==> src/rtl/spi_master_pkg.sv <==
package spi_master_pkg;
  localparam int DIV_W  = 8;
  localparam int LEN_W  = 4;
  localparam int DATA_W = 1 << LEN_W;

  // settings for one word; packing matches the control offset except bits 11:10
  typedef struct packed {
    logic [LEN_W-1:0] lenM1;
    logic             cpha;
    logic             cpol;
    logic [DIV_W-1:0] div;
  } spiCfg_t;

  // strobes from the sequencer to the datapath
  typedef struct packed {
    logic load;
    logic toggle;
    logic drive;
    logic sample;
    logic finish;
  } spiStb_t;
endpackage

==> src/rtl/spi_word_fifo.sv <==
module spi_word_fifo #(
  parameter int WIDTH = 16,
  parameter int DEPTH = 4
) (
  input  logic             clk,
  input  logic             rstN,
  input  logic             push,
  input  logic             pop,
  input  logic [WIDTH-1:0] din,
  output logic [WIDTH-1:0] dout,
  output logic             full,
  output logic             empty
);
  localparam int PW = $clog2(DEPTH);
  localparam int CW = $clog2(DEPTH + 1);

  logic [WIDTH-1:0] mem [DEPTH];
  logic [PW-1:0]    wrPtr, rdPtr;
  logic [CW-1:0]    count;
  logic             doPush, doPop;

  assign full   = (count == CW'(DEPTH));
  assign empty  = (count == '0);
  assign doPush = push && !full;
  assign doPop  = pop && !empty;
  assign dout   = mem[rdPtr];

  always_ff @(posedge clk) begin
    if (doPush) mem[wrPtr] <= din;
  end

  always_ff @(posedge clk or negedge rstN) begin
    if (!rstN) begin
      wrPtr <= '0;
      rdPtr <= '0;
      count <= '0;
    end else begin
      if (doPush) wrPtr <= (wrPtr == PW'(DEPTH - 1)) ? '0 : wrPtr + 1'b1;
      if (doPop)  rdPtr <= (rdPtr == PW'(DEPTH - 1)) ? '0 : rdPtr + 1'b1;
      count <= count + CW'(doPush) - CW'(doPop);
    end
  end

  assert_flags_excl_R8: assert property (@(posedge clk) disable iff (!rstN)
    !(full && empty));
  assert_count_bound_R9: assert property (@(posedge clk) disable iff (!rstN)
    (full && !pop) |=> full);
endmodule

==> src/rtl/spi_master_fsm.sv <==
module spi_master_fsm
  import spi_master_pkg::*;
(
  input  logic    clk,
  input  logic    rstN,
  input  logic    txEmpty,
  input  spiCfg_t nextCfg,
  input  spiCfg_t curCfg,
  output spiStb_t stb,
  output logic    busy
);
  localparam int EDGE_W = LEN_W + 2;

  typedef enum logic {ST_IDLE, ST_SHIFT} state_t;

  state_t            state;
  logic [DIV_W-1:0]  cnt;
  logic [EDGE_W-1:0] edgeCnt;
  logic [EDGE_W-1:0] bitTotal, edgeLimit;
  logic              tick, lastDone, leadEdge;
  logic              unusedCfg;

  assign unusedCfg = ^{nextCfg.lenM1, nextCfg.cpha, nextCfg.cpol, curCfg.cpol};

  assign bitTotal  = EDGE_W'({1'b0, curCfg.lenM1}) + EDGE_W'(1);
  assign edgeLimit = bitTotal << 1;
  assign tick      = (state == ST_SHIFT) && (cnt == '0);
  assign lastDone  = (edgeCnt == edgeLimit);
  assign leadEdge  = ~edgeCnt[0];
  assign busy      = (state == ST_SHIFT);

  always_comb begin
    stb.load   = (state == ST_IDLE) && !txEmpty;
    stb.toggle = tick && !lastDone;
    stb.finish = tick && lastDone;
    stb.sample = stb.toggle && (curCfg.cpha ? !leadEdge : leadEdge);
    stb.drive  = stb.toggle && (curCfg.cpha ? leadEdge : !leadEdge);
  end

  always_ff @(posedge clk or negedge rstN) begin
    if (!rstN) begin
      state   <= ST_IDLE;
      cnt     <= '0;
      edgeCnt <= '0;
    end else if (stb.load) begin
      state   <= ST_SHIFT;
      cnt     <= nextCfg.div;
      edgeCnt <= '0;
    end else if (stb.toggle) begin
      cnt     <= curCfg.div;
      edgeCnt <= edgeCnt + 1'b1;
    end else if (stb.finish) begin
      state   <= ST_IDLE;
    end else if (state == ST_SHIFT) begin
      cnt     <= cnt - 1'b1;
    end
  end

  assert_edge_bound_R4: assert property (@(posedge clk) disable iff (!rstN)
    busy |-> (edgeCnt <= edgeLimit));
  assert_busy_end_R7: assert property (@(posedge clk) disable iff (!rstN)
    stb.finish |=> !busy);
  assert_strobe_excl_R4: assert property (@(posedge clk) disable iff (!rstN)
    $onehot0({stb.load, stb.toggle, stb.finish}));
endmodule

==> src/rtl/spi_master_datapath.sv <==
module spi_master_datapath
  import spi_master_pkg::*;
#(
  parameter int ADDR_W     = 4,
  parameter int FIFO_DEPTH = 4
) (
  input  logic              clk,
  input  logic              rstN,
  input  logic [ADDR_W-1:0] regAddr,
  input  logic              regWe,
  input  logic              regRe,
  input  logic [DATA_W-1:0] regWdata,
  output logic [DATA_W-1:0] regRdata,
  input  logic              miso,
  output logic              sclk,
  output logic              mosi,
  output logic              ssN,
  input  spiStb_t           stb,
  input  logic              busy,
  output spiCfg_t           nextCfg,
  output spiCfg_t           curCfg,
  output logic              txEmpty
);
  localparam logic [ADDR_W-1:0] OFS_CTRL = ADDR_W'(0);
  localparam logic [ADDR_W-1:0] OFS_DATA = ADDR_W'(4);
  localparam logic [ADDR_W-1:0] OFS_STAT = ADDR_W'(8);
  localparam spiCfg_t CFG_RESET = '{lenM1: LEN_W'(7), cpha: 1'b0, cpol: 1'b0, div: '0};

  spiCfg_t           ctrlReg;
  logic              wrCtrl, wrData, rdData;
  logic [DATA_W-1:0] txHead, rxHead, aligned;
  logic              txFull, rxFull, rxEmpty;
  logic [LEN_W-1:0]  alignShift;
  logic [DATA_W:0]   shiftTx;
  logic [DATA_W-1:0] shiftRx;
  logic              sclkR, ssNR;
  logic              unusedWdata;

  assign unusedWdata = ^regWdata[11:10];
  assign wrCtrl  = regWe && (regAddr == OFS_CTRL);
  assign wrData  = regWe && (regAddr == OFS_DATA);
  assign rdData  = regRe && (regAddr == OFS_DATA);
  assign nextCfg = ctrlReg;

  always_ff @(posedge clk or negedge rstN) begin
    if (!rstN) ctrlReg <= CFG_RESET;
    else if (wrCtrl) ctrlReg <= '{lenM1: regWdata[15:12], cpha: regWdata[9],
                                  cpol: regWdata[8], div: regWdata[7:0]};
  end

  always_ff @(posedge clk or negedge rstN) begin
    if (!rstN) curCfg <= CFG_RESET;
    else if (stb.load) curCfg <= ctrlReg;
  end

  spi_word_fifo #(.WIDTH(DATA_W), .DEPTH(FIFO_DEPTH)) uTxFifo (
    .clk(clk), .rstN(rstN), .push(wrData), .pop(stb.load), .din(regWdata),
    .dout(txHead), .full(txFull), .empty(txEmpty));

  spi_word_fifo #(.WIDTH(DATA_W), .DEPTH(FIFO_DEPTH)) uRxFifo (
    .clk(clk), .rstN(rstN), .push(stb.finish), .pop(rdData), .din(shiftRx),
    .dout(rxHead), .full(rxFull), .empty(rxEmpty));

  // the word is aligned so that its bit N-1 sits at the top of the shifter
  assign alignShift = LEN_W'(DATA_W - 1) - ctrlReg.lenM1;
  assign aligned    = txHead << alignShift;

  always_ff @(posedge clk or negedge rstN) begin
    if (!rstN) begin
      shiftTx <= '0;
      shiftRx <= '0;
    end else if (stb.load) begin
      // phase 1 holds the first bit back until the first (driving) edge
      shiftTx <= ctrlReg.cpha ? {1'b0, aligned} : {aligned, 1'b0};
      shiftRx <= '0;
    end else begin
      if (stb.drive)  shiftTx <= shiftTx << 1;
      if (stb.sample) shiftRx <= {shiftRx[DATA_W-2:0], miso};
    end
  end

  always_ff @(posedge clk or negedge rstN) begin
    if (!rstN) begin
      sclkR <= 1'b0;
      ssNR  <= 1'b1;
    end else begin
      if (stb.toggle)  sclkR <= ~sclkR;
      else if (!busy)  sclkR <= ctrlReg.cpol;
      if (stb.load)        ssNR <= 1'b0;
      else if (stb.finish) ssNR <= 1'b1;
    end
  end

  assign sclk = sclkR;
  assign ssN  = ssNR;
  assign mosi = shiftTx[DATA_W];

  always_comb begin
    regRdata = '0;
    if (regAddr == OFS_CTRL)
      regRdata = {ctrlReg.lenM1, 2'b00, ctrlReg.cpha, ctrlReg.cpol, ctrlReg.div};
    else if (regAddr == OFS_DATA)
      regRdata = rxEmpty ? '0 : rxHead;
    else if (regAddr == OFS_STAT)
      regRdata = {{(DATA_W-3){1'b0}}, txEmpty, rxFull, busy};
  end

  assert_ss_released_R6: assert property (@(posedge clk) disable iff (!rstN)
    !busy |-> ssN);
  assert_ss_held_R6: assert property (@(posedge clk) disable iff (!rstN)
    (busy && !stb.finish) |=> !ssN);
  assert_sclk_hold_R3: assert property (@(posedge clk) disable iff (!rstN)
    (busy && !stb.toggle) |=> $stable(sclk));
  assert_cfg_frozen_R10: assert property (@(posedge clk) disable iff (!rstN)
    busy |=> $stable(curCfg));
  assert_drop_when_full_R8: assert property (@(posedge clk) disable iff (!rstN)
    (txFull && !stb.load) |=> txFull);
endmodule

==> src/rtl/spi_master_ctrl.sv <==
module spi_master_ctrl
  import spi_master_pkg::*;
#(
  parameter int ADDR_W     = 4,
  parameter int FIFO_DEPTH = 4
) (
  input  logic              clk,
  input  logic              rstN,
  input  logic [ADDR_W-1:0] regAddr,
  input  logic              regWe,
  input  logic              regRe,
  input  logic [DATA_W-1:0] regWdata,
  output logic [DATA_W-1:0] regRdata,
  output logic              sclk,
  output logic              mosi,
  input  logic              miso,
  output logic              ssN
);
  spiStb_t stb;
  spiCfg_t nextCfg, curCfg;
  logic    busy, txEmpty;

  spi_master_fsm uFsm (
    .clk(clk), .rstN(rstN), .txEmpty(txEmpty), .nextCfg(nextCfg),
    .curCfg(curCfg), .stb(stb), .busy(busy));

  spi_master_datapath #(.ADDR_W(ADDR_W), .FIFO_DEPTH(FIFO_DEPTH)) uPath (
    .clk(clk), .rstN(rstN), .regAddr(regAddr), .regWe(regWe), .regRe(regRe),
    .regWdata(regWdata), .regRdata(regRdata), .miso(miso), .sclk(sclk),
    .mosi(mosi), .ssN(ssN), .stb(stb), .busy(busy), .nextCfg(nextCfg),
    .curCfg(curCfg), .txEmpty(txEmpty));
endmodule

==> config.mk <==
export PLATFORM = sky130hd
export DESIGN_NAME = spi_master_ctrl
export DESIGN_NICKNAME = d
export VERILOG_FILES = /design/src/rtl/spi_master_pkg.sv /design/src/rtl/spi_word_fifo.sv /design/src/rtl/spi_master_fsm.sv /design/src/rtl/spi_master_datapath.sv /design/src/rtl/spi_master_ctrl.sv
export SDC_FILE = /design/constraint.sdc
export NUM_CORES = 1
export LEC_CHECK = 0
export ABC_AREA = 1
export BUFFER_PORTS_ARGS = -buffer_cell sky130_fd_sc_hd__buf_2
export CAP_MARGIN = 25
export CORE_MARGIN = 8
export CORE_UTILIZATION = 30
export CTS_CLUSTER_SIZE = 10
export DETAILED_ROUTE_END_ITERATION = 12
export HOLD_SLACK_MARGIN = 0.02
export MAX_ROUTING_LAYER = met4
export PLACE_DENSITY_LB_ADDON = 0.1
export SKIP_LAST_GASP = 1
export SYNTH_ARGS = -nofsm -noshare
export SYNTH_HDL_FRONTEND = slang
export SYNTH_SLANG_ARGS = --single-unit
==> constraint.sdc <==
create_clock -name clk -period 2.9 [get_ports clk]
set_input_delay 0.29 -clock clk [delete_from_list [all_inputs] [get_ports clk]]
set_output_delay 0.29 -clock clk [all_outputs]
set_load 0.05 [all_outputs]
==> impl_metrics.ini, run 1 <==
[status]
status = completed

[sta]
slew_violations = 0
hold_viol_final = 0
max_freq_ghz = 0.371
worst-slew-pin-transition_ns = 0.847
post-route-period-util_pct = 92.9
rsz0062_at_grt = false
skew_ns = 0.0262
min_period_ns = 2.70
finalSetupTns_ns = 0
setup_viol_count_final = 0
slew_headroom_pct = 43.4
holdWs_ns = 0.0358

[critical_path]
worst_ep_arrival_time_ns = 3.12
endpoint_kind = flop
crit_fanout = 4
worst-path-buf-inv = 2
start_kind = flop
critPathTopFamily = adder cells
worstPathCellList = ha_1 > nand3_1 > xor2_1 > nor2_1 > nand3_2 > nor2_2 > inv_1 > ha_1 > inv_1 > ha_1 > fa_1 > xor2_1
cp.depth = 12
slowest_stage = dfstp_2
cp_common_cell = ha_1
crit_path_max_incr_delay_ns = 0.56
critPathKind = reg2reg
required_ns = 3.32
reg2reg_depth = 12

[finish]
fin_nets = 1158
antenna_cells = 0
drive_gt1_share_pct = 12.8
layout_commonest_cell = nand2_1
final_cell_mix = 197 x nand2_1, 156 x nand3_1, 128 x edfxtp_1, 115 x nor2_1
area_delta_synth_final_pct = 17.3
num-fill-cells = 3443

[synth]
synth_simple_gate_area_share_pct = 21.3
synth-edff-count = 128
yosys.area_share.adder_pct = 2.61
syn_nets = 1091
synth_cell_type_count = 38
synth_seq_area_share_pct = 60.4
syn-cell-area_sq_mm = 0.0101
synthArstFlopShare_pct = 41.6
synth.area.top_cells = edfxtp_1 38%, dfrtp_1 21%, nand3_1 7.7%, nand2_1 7.3%, nor2_1 4.3%
avgSynthCellArea_sq_um = 9.70
synth_top_family_by_area = simple AND/OR/NAND/NOR gates
ys_ff_latch = 219
ys.flop_type = edfxtp_1
synth_compound_area_share_pct = 8.05
ys.warnings.count = 0
syn_inst = 1046
yosysTopAreaCell = edfxtp_1
synth_top_cell_area_share_pct = 37.9
synth_xor_area_share_pct = 1.38
synthMuxAreaShare_pct = 0.555

[die]
fp.dieH_um = 200
die_w_um = 200
ioPinCount = 44
num_rows = 67
start_util_pct = 30.3
dieArea_sq_mm = 0.0400
core_area_sq_mm = 0.0334

[pwr]
switching_share_pct = 36.0
leakagePower_nw = 4.82
p_clk_share_pct = 30.2
power.density_mw_per_mm2 = 879
p_int_mw = 6.70
p_switching_mw = 3.76
ir_worst_vdd_mv = 0.513
p_comb_share_pct = 31.2
power_frac_seq_pct = 38.6

[clock_tree]
htreeDepth = 1
clock_latency_ns = 0.54
numClockSinks = 219
path_clk_slew_ns = 0.06
cts_tree = built
ctsRootBufferMaster = clkbuf_16
numCtsBuffers = 27
cts_max_path_buffers = 3

[global_routing]
overflow = 0
grtUsageTotal_pct = 14.9
antenna_found_initial = 0
grt_max_degree = 45
grt_pass1_vias = 7601
grt_pass1_wl_mm = 44.7

[drt]
vias = 7474
avgViaCountPerCell = 4.72
routed_wl_mm = 28.2
drcViolationCount = 0
dr.first_iter.drc_count = 426
first_pass_iters = 5
wl_per_cell_um = 17.8
detail-route-antenna-nets = 0

[placement]
place_congestion = 0.762
port_buffers = 43
dp_hpwl_mm = 18.9

[worst_hold_path]
hold_class = in2reg
whs_path_depth = 1

[flow_run]
max_cap_violations = 0
-- area by class of cell --
class | count | area (sq um) | area share [%]
well taps | 448 | 561 | 4.71
repair buffers | 87 | 586 | 4.92
clock buffers | 45 | 773 | 6.50
flip-flops and latches | 219 | 6130 | 51.5
clock inverters | 5 | 51.3 | 0.431
inverters | 92 | 349 | 2.93
multi-input cells | 686 | 3450 | 29.0
-- synth_stat cells (3+ instances only) --
cell	count
xor2_1	7
xnor2_1	9
dfstp_2	7
nor3_2	3
ha_1	18
a31oi_1	4
edfxtp_1	128
or2_0	3
nand3_1	157
a22o_1	4
o21ai_0	74
nand2_2	3
mux2_2	5
o22ai_1	28
inv_2	5
nor3_1	5
clkbuf_1	21
buf_2	22
o211ai_1	5
a21oi_1	28
nor2_1	116
buf_1	3
nand4_1	6
dfrtp_1	84
inv_1	85
nand2_1	197
nor2_4	3
-- final timing paths --
check / startpoint / end / slack, ns
hold / removal: regWdata[0] / uPath.uTxFifo.mem[2][0] / 0.04
max in group asynchronous: rstN / uPath.curCfg[12] / 1.86
setup / recovery: uPath.curCfg[10] / uPath.uRxFifo.count[2] / 0.20
min in group asynchronous: rstN / uPath.uTxFifo.rdPtr[0] / 0.34
hold reg to reg: uPath.ssN / uPath.ssN / 0.46
setup reg to reg: uPath.curCfg[10] / uPath.uRxFifo.count[2] / 0.20
-- repair_timing --
item                                   in CTS  in global routing
endpoints found under the hold margin      74                  0
setup endpoints to repair                   0                  2
hold buffers                               10                  0
buffers inserted                            0                  0
gates resized for setup                     0                  3
-- logic make-up after synthesis --
kind of cell / after synthesis
mux: 5
flops: 219
fa+ha+maj: 20
buf+inv: 141
xor+xnor: 16
compound gates: 147
simple gates: 498
-- flip-flops by register name, summed over array words and instances (netlist names), 3 cells and up --
name / cells
uPath.uRxFifo.mem: 64
uPath.shiftTx: 17
uPath.uTxFifo.mem: 64
uPath.shiftRx: 16
uPath.uTxFifo.count: 3
uPath.curCfg: 13
uFsm.edgeCnt: 6
uFsm.cnt: 8
uPath.uRxFifo.count: 3
uPath.nextCfg: 14
-- stage by stage --
step / instances / area, sq um / util (%) / total power, mW / setup slack (ns)
after global placement: 1522 / 11000 / 32.8 / 7.38 / 0.189
after CTS: 1582 / 11900 / 35.5 / 10.6 / 0.104
after global routing: 1582 / 11900 / 35.6 / 11.2 / 0.0215
after floorplan: 1046 / 10100 / - / 6.41 / 0.226
after detailed placement: 1522 / 11000 / 32.8 / 7.40 / 0.134
final: 1582 / 11900 / 35.6 / 10.5 / 0.205
-- worst register-to-register path, stage by stage, from the launching register on --
cell     delay (ns)
dfstp_2        0.56
ha_1           0.22
nand3_1        0.11
xor2_1         0.16
nor2_1         0.17
nand3_2        0.13
nor2_2         0.14
inv_1          0.07
ha_1           0.27
inv_1          0.04
ha_1           0.18
fa_1           0.37
xor2_1         0.16
-- power by group through the flow --
stage	Sequential (mW)	Clock, mW	Combinational [mW]
floorplan	4.04	0	2.37
global placement	4.09	0	3.29
detailed placement	4.09	0	3.31
CTS	4.03	3.26	3.33
global route	4.09	3.36	3.75
finish	4.04	3.16	3.26
-- routing by layer --
layer / part of all wire (%) / vias to the layer above / GRT usage (%)
li1: - / 3697 / -
met1: 46 / 3628 / 19.1
met2: 48 / 108 / 24.6
met3: 2.8 / 41 / 1.78
met4: 2.5 / 0 / 3.95
met5: 0 / - / -
Note: power is estimated with default switching activity, not from simulation.
==> run 2, diff against run 1 <==
==> constraint.sdc (replaced) <==
create_clock -name clk -period 2.9 [get_ports clk]
set_input_delay 0.58 -clock clk [delete_from_list [all_inputs] [get_ports clk]]
set_output_delay 0.58 -clock clk [all_outputs]
set_load 0.05 [all_outputs]
==> impl_metrics.ini, run 2 (same netlist as run 1, synthesis figures left out) <==
[sta]
min_period_ns = 2.73
rsz0062_at_grt = false
worst-slew-pin-transition_ns = 0.616
slew_violations = 0
setup_viol_count_final = 0
hold_viol_final = 0
layout_setup_ws_ns = 0.173
skew_ns = 0.0125
post-route-period-util_pct = 94.0
max_freq_ghz = 0.367
finalSetupTns_ns = 0
slew_headroom_pct = 58.9

[clock_tree]
post_cts_buffers = 0
cts_tree = built
numCtsBuffers = 27
path_clk_slew_ns = 0.06
htreeDepth = 1
ctsRootBufferMaster = clkbuf_16
clock_latency_ns = 0.52
cts_max_path_buffers = 3
numClockSinks = 219

[status]
status = completed

[worst_hold_path]
hold_class = in2reg

[finish]
top_regs = uPath.uRxFifo.mem (64), uPath.uTxFifo.mem (64), uPath.shiftTx (17)
final_cell_mix = 197 x nand2_1, 157 x nand3_1, 128 x edfxtp_1, 115 x nor2_1
fin_area_sq_mm = 0.0118
drive_gt1_share_pct = 12.8
layout_commonest_cell = nand2_1
fin_nets = 1154
fin_util_pct = 35.3
area_delta_synth_final_pct = 16.5

[critical_path]
worst_ep_arrival_time_ns = 2.15
critPathKind = reg2out
slowest_stage = dfstp_2
crit_fanout = 16
worst-path-buf-inv = 2
crit_path_max_incr_delay_ns = 0.72
required_ns = 2.32
critPathTopFamily = flip-flops
endpoint_kind = output pin
start_kind = flop
worstPathCellList = inv_1 > o21ai_1 > buf_2

[die]
ioPinCount = 44
core_area_sq_mm = 0.0334
start_util_pct = 30.3
num_rows = 67
dieArea_sq_mm = 0.0400
fp.dieH_um = 200
die_w_um = 200

[placement]
place_congestion = 0.787
port_buffers = 43
dp_hpwl_mm = 18.7
placed_cell_area_sq_mm = 0.0110
dp_slack_ns = 0.156

[drt]
routed_wl_mm = 27.8
avgViaCountPerCell = 4.68
wl_per_cell_um = 17.6
drcViolationCount = 0
detail-route-antenna-nets = 0
dr.first_iter.drc_count = 483
first_pass_iters = 5
vias = 7393

[pwr]
power.density_mw_per_mm2 = 878
ir_worst_vdd_mv = 0.459
leakagePower_nw = 4.79

[global_routing]
grtUsageTotal_pct = 14.6
grt_max_degree = 35
antenna_found_initial = 1
grt_pass1_vias = 7425
grt_pass1_wl_mm = 44.0
overflow = 0

[flow_run]
max_cap_violations = 0
[run 2: cell types whose count changed in the layout (fill, tap and decap cells not counted), moves of 2 or more]
cell           previous run  this run
clkbuf_1                 15        18
diode_2                   0         2
dlygate4sd3_1            10         1
buf_4                    34        38
clkbuf_8                  3         0
[run 2: cell type report]
cell class / count / area (sq um)
Fill cell: 3414 / 21600
Sequential cell: 219 / 6130
Multi-Input combinational cell: 686 / 3450
Clock buffer: 45 / 743
Tap cell: 448 / 561
Timing Repair Buffer: 83 / 546
Inverter: 92 / 349
Clock inverter: 4 / 42.5
Antenna cell: 2 / 5.00
[run 2: final timing paths]
path / from / end / slack (ns) / depth (start not counted)
max in group asynchronous: rstN / uPath.nextCfg[12] / 1.67 / 3
worst max register to register: uPath.curCfg[10] / uPath.uRxFifo.count[2] / 0.18 / 12
worst max-delay path: uPath.nextCfg[12] / regRdata[14] / 0.17 / 3
worst min register to register: uPath.ssN / uPath.ssN / 0.46 / 2
worst min-delay path: regWdata[11] / uPath.uTxFifo.mem[0][11] / 0.31 / 1
min in group asynchronous: rstN / uPath.nextCfg[1] / 0.53 / 2
[run 2: report_power, final]
part,internal (mW),switching (mW)
combinational,1.12,2.17
sequential,3.73,0.302
clock,1.81,1.25
total,6.66,3.72
[run 2: metrics by stage]
stage	power (mW)	cells	hold slack [ns]
after floorplan	6.41	1046	0.284
after global placement	7.42	1527	0.460
after detailed placement	7.42	1527	0.457
after CTS	10.5	1577	0.276
after global routing	11.1	1579	0.281
final	10.4	1579	0.307
[run 2: routing by layer]
metal	wire (um)	track usage, %	up-vias
met5	0	-	-
met4	471	2.94	0
met3	836	2.06	31
met2	13500	24.8	102
met1	13000	18.6	3567
li1	-	-	3693
[run 2: timing repair]
action	CTS	global route
setup endpoints to repair	7	2
gates resized for setup	1	2
hold endpoints to repair	19	0
hold buffers	1	0
==> run 3, diff against run 2 <==
Settings changed: ABC_AREA 1 to unset, SETUP_SLACK_MARGIN set to 0.3, SYNTH_HIERARCHICAL set to 1.
==> impl_metrics.ini, run 3 <==
[status]
status = completed

[global_routing]
grt_pass1_wl_mm = 40.3
grtUsageTotal_pct = 12.8
antenna_found_initial = 0
grt_use_met2_pct = 20.6
grt_busiest_layer = met2
grt_pass1_vias = 6741
grt_max_degree = 42
met1_usage_pct = 16.5
overflow = 0
use_met3_pct = 1.87

[pwr]
power.density_mw_per_mm2 = 836
power_frac_seq_pct = 40.8
ir_worst_vdd_mv = 0.370
switching_share_pct = 31.2
p_switching_mw = 3.20
p_total_mw = 10.2
leakagePower_nw = 4.76
p_clk_share_pct = 29.5
p_comb_share_pct = 29.7
p_int_mw = 7.05

[clock_tree]
numCtsBuffers = 26
path_clk_slew_ns = 0.05
cts_max_path_buffers = 3
cts-hold-fix-buffers = 0
htreeDepth = 1
ctsRootBufferMaster = clkbuf_16
clock_latency_ns = 0.52
cts_tree = built
numClockSinks = 219

[drt]
first_pass_iters = 5
detail-route-antenna-nets = 0
avgViaCountPerCell = 5.00
routed_wl_mm = 25.5
drcViolationCount = 0
wl_per_cell_um = 20.0
vias = 6367
dr.first_iter.drc_count = 317

[sta]
worst-slew-pin-transition_ns = 0.753
rsz0062_at_grt = true
slew_violations = 0
max_freq_ghz = 0.349
layout_setup_ws_ns = 0.0380
min_period_ns = 2.86
finalSetupTns_ns = 0
setup_viol_count_final = 0
skew_ns = 0.00949
post-route-period-util_pct = 98.7
slew_headroom_pct = 49.7
hold_viol_final = 0

[synth]
ys.warnings.count = 6
avgSynthCellArea_sq_um = 14.3
syn_inst = 729
syn_nets = 774
syn-cell-area_sq_mm = 0.0104

[critical_path]
startpoint = uPath/uRxFifo/rdPtr[0]
start_kind = flop
rr_endpoint = uPath/uRxFifo/count[2]
required_ns = 2.32
cp-endpoint = regRdata[2]
endpoint_kind = output pin
reg2reg_depth = 13
crit_fanout = 7
critPathKind = reg2out
worst_ep_arrival_time_ns = 2.28
rrSetupSlack_ns = 0.11
r2r_start = uPath/curCfg[11]

[finish]
antenna_cells = 0
final_cell_mix = 128 x edfxtp_1, 82 x dfrtp_1, 49 x nor2_1, 42 x mux4_2, 39 x buf_2
instances_no_fill = 1273
drive_gt1_share_pct = 30.2
num-fill-cells = 3356
fin_nets = 843
top_regs = uPath/uRxFifo/mem (64), uPath/uTxFifo/mem (64), uPath/shiftTx (17)
layout_commonest_cell = edfxtp_1
area_delta_synth_final_pct = 17.7

[die]
ioPinCount = 44
fp.dieH_um = 202
start_util_pct = 30.3
core_area_sq_mm = 0.0344
die_w_um = 202
dieArea_sq_mm = 0.0409
num_rows = 68

[flow_run]
max_cap_violations = 0

[placement]
dp_hpwl_mm = 17.1
port_buffers = 43
dp_slack_ns = 0.0535
placed_cells = 1218
place_congestion = 0.781

[worst_hold_path]
hold_class = in2async
run 3: layout make-up:
type / instances / area [sq um] / area share [%]
clock buffers: 47 / 761 / 6.21
inverters: 33 / 124 / 1.01
flip-flops and latches: 219 / 6130 / 50.0
clock inverters: 1 / 30.0 / 0.245
multi-input cells: 436 / 4030 / 32.9
well taps: 455 / 569 / 4.64
repair buffers: 82 / 611 / 4.98
run 3: critical path, cell delays in order, from the launching register on:
cell	delay, ns
dfrtp_2	0.48
mux4_2	0.57
a222oi_1	0.44
inv_1	0.10
buf_6	0.17
run 3: timing repair:
item | in CTS | in global routing
gates resized for setup | 18 | 17
setup buffers | 3 | 3
setup endpoints to repair | 79 | 79
pin swaps | 6 | 8
cloned | 1 | 0
run 3: worst min path at each step:
stage,end,start,depth (start not counted),slack (ns)
detailed placement,uPath/ssN,uPath/ssN,2,0.47
finish,uPath/shiftTx[5],rstN,1,0.06
floorplan,uFsm/busy,rstN,0,0.28
CTS,uPath/shiftTx[15],rstN,1,0.06
global route,uPath/shiftTx[5],rstN,1,0.08
global placement,uPath/ssN,uPath/ssN,2,0.48
run 3: routing by layer:
| metal | wire length (um) | vias to the layer above |
|---|---|---|
| li1 | - | 2922 |
| met1 | 11500 | 3321 |
| met2 | 12600 | 87 |
| met3 | 787 | 37 |
| met4 | 572 | 0 |
| met5 | 0 | - |
run 3: power groups by stage:
| stage | registers (mW) | clock network, mW | logic, mW |
|---|---|---|---|
| 5_1_grt | 4.25 | 3.26 | 3.32 |
| 4_1_cts | 4.19 | 3.14 | 2.99 |
| 2_1_floorplan | 4.05 | 0 | 2.16 |
| 6_report | 4.18 | 3.03 | 3.04 |
| 3_5_place_dp | 4.23 | 0 | 2.85 |
| 3_3_place_gp | 4.21 | 0 | 2.81 |
run 3: through the flow:
| step | hold slack (ns) | area [sq um] | utilization (%) |
|---|---|---|---|
| 6_report | 0.0588 | 12300 | 35.7 |
| 5_1_grt | 0.0809 | 12300 | 35.7 |
| 4_1_cts | 0.0620 | 12200 | 35.4 |
| 3_5_place_dp | 0.475 | 11300 | 32.8 |
| 3_3_place_gp | 0.478 | 11300 | 32.8 |
| 2_1_floorplan | 0.284 | 10400 | - |
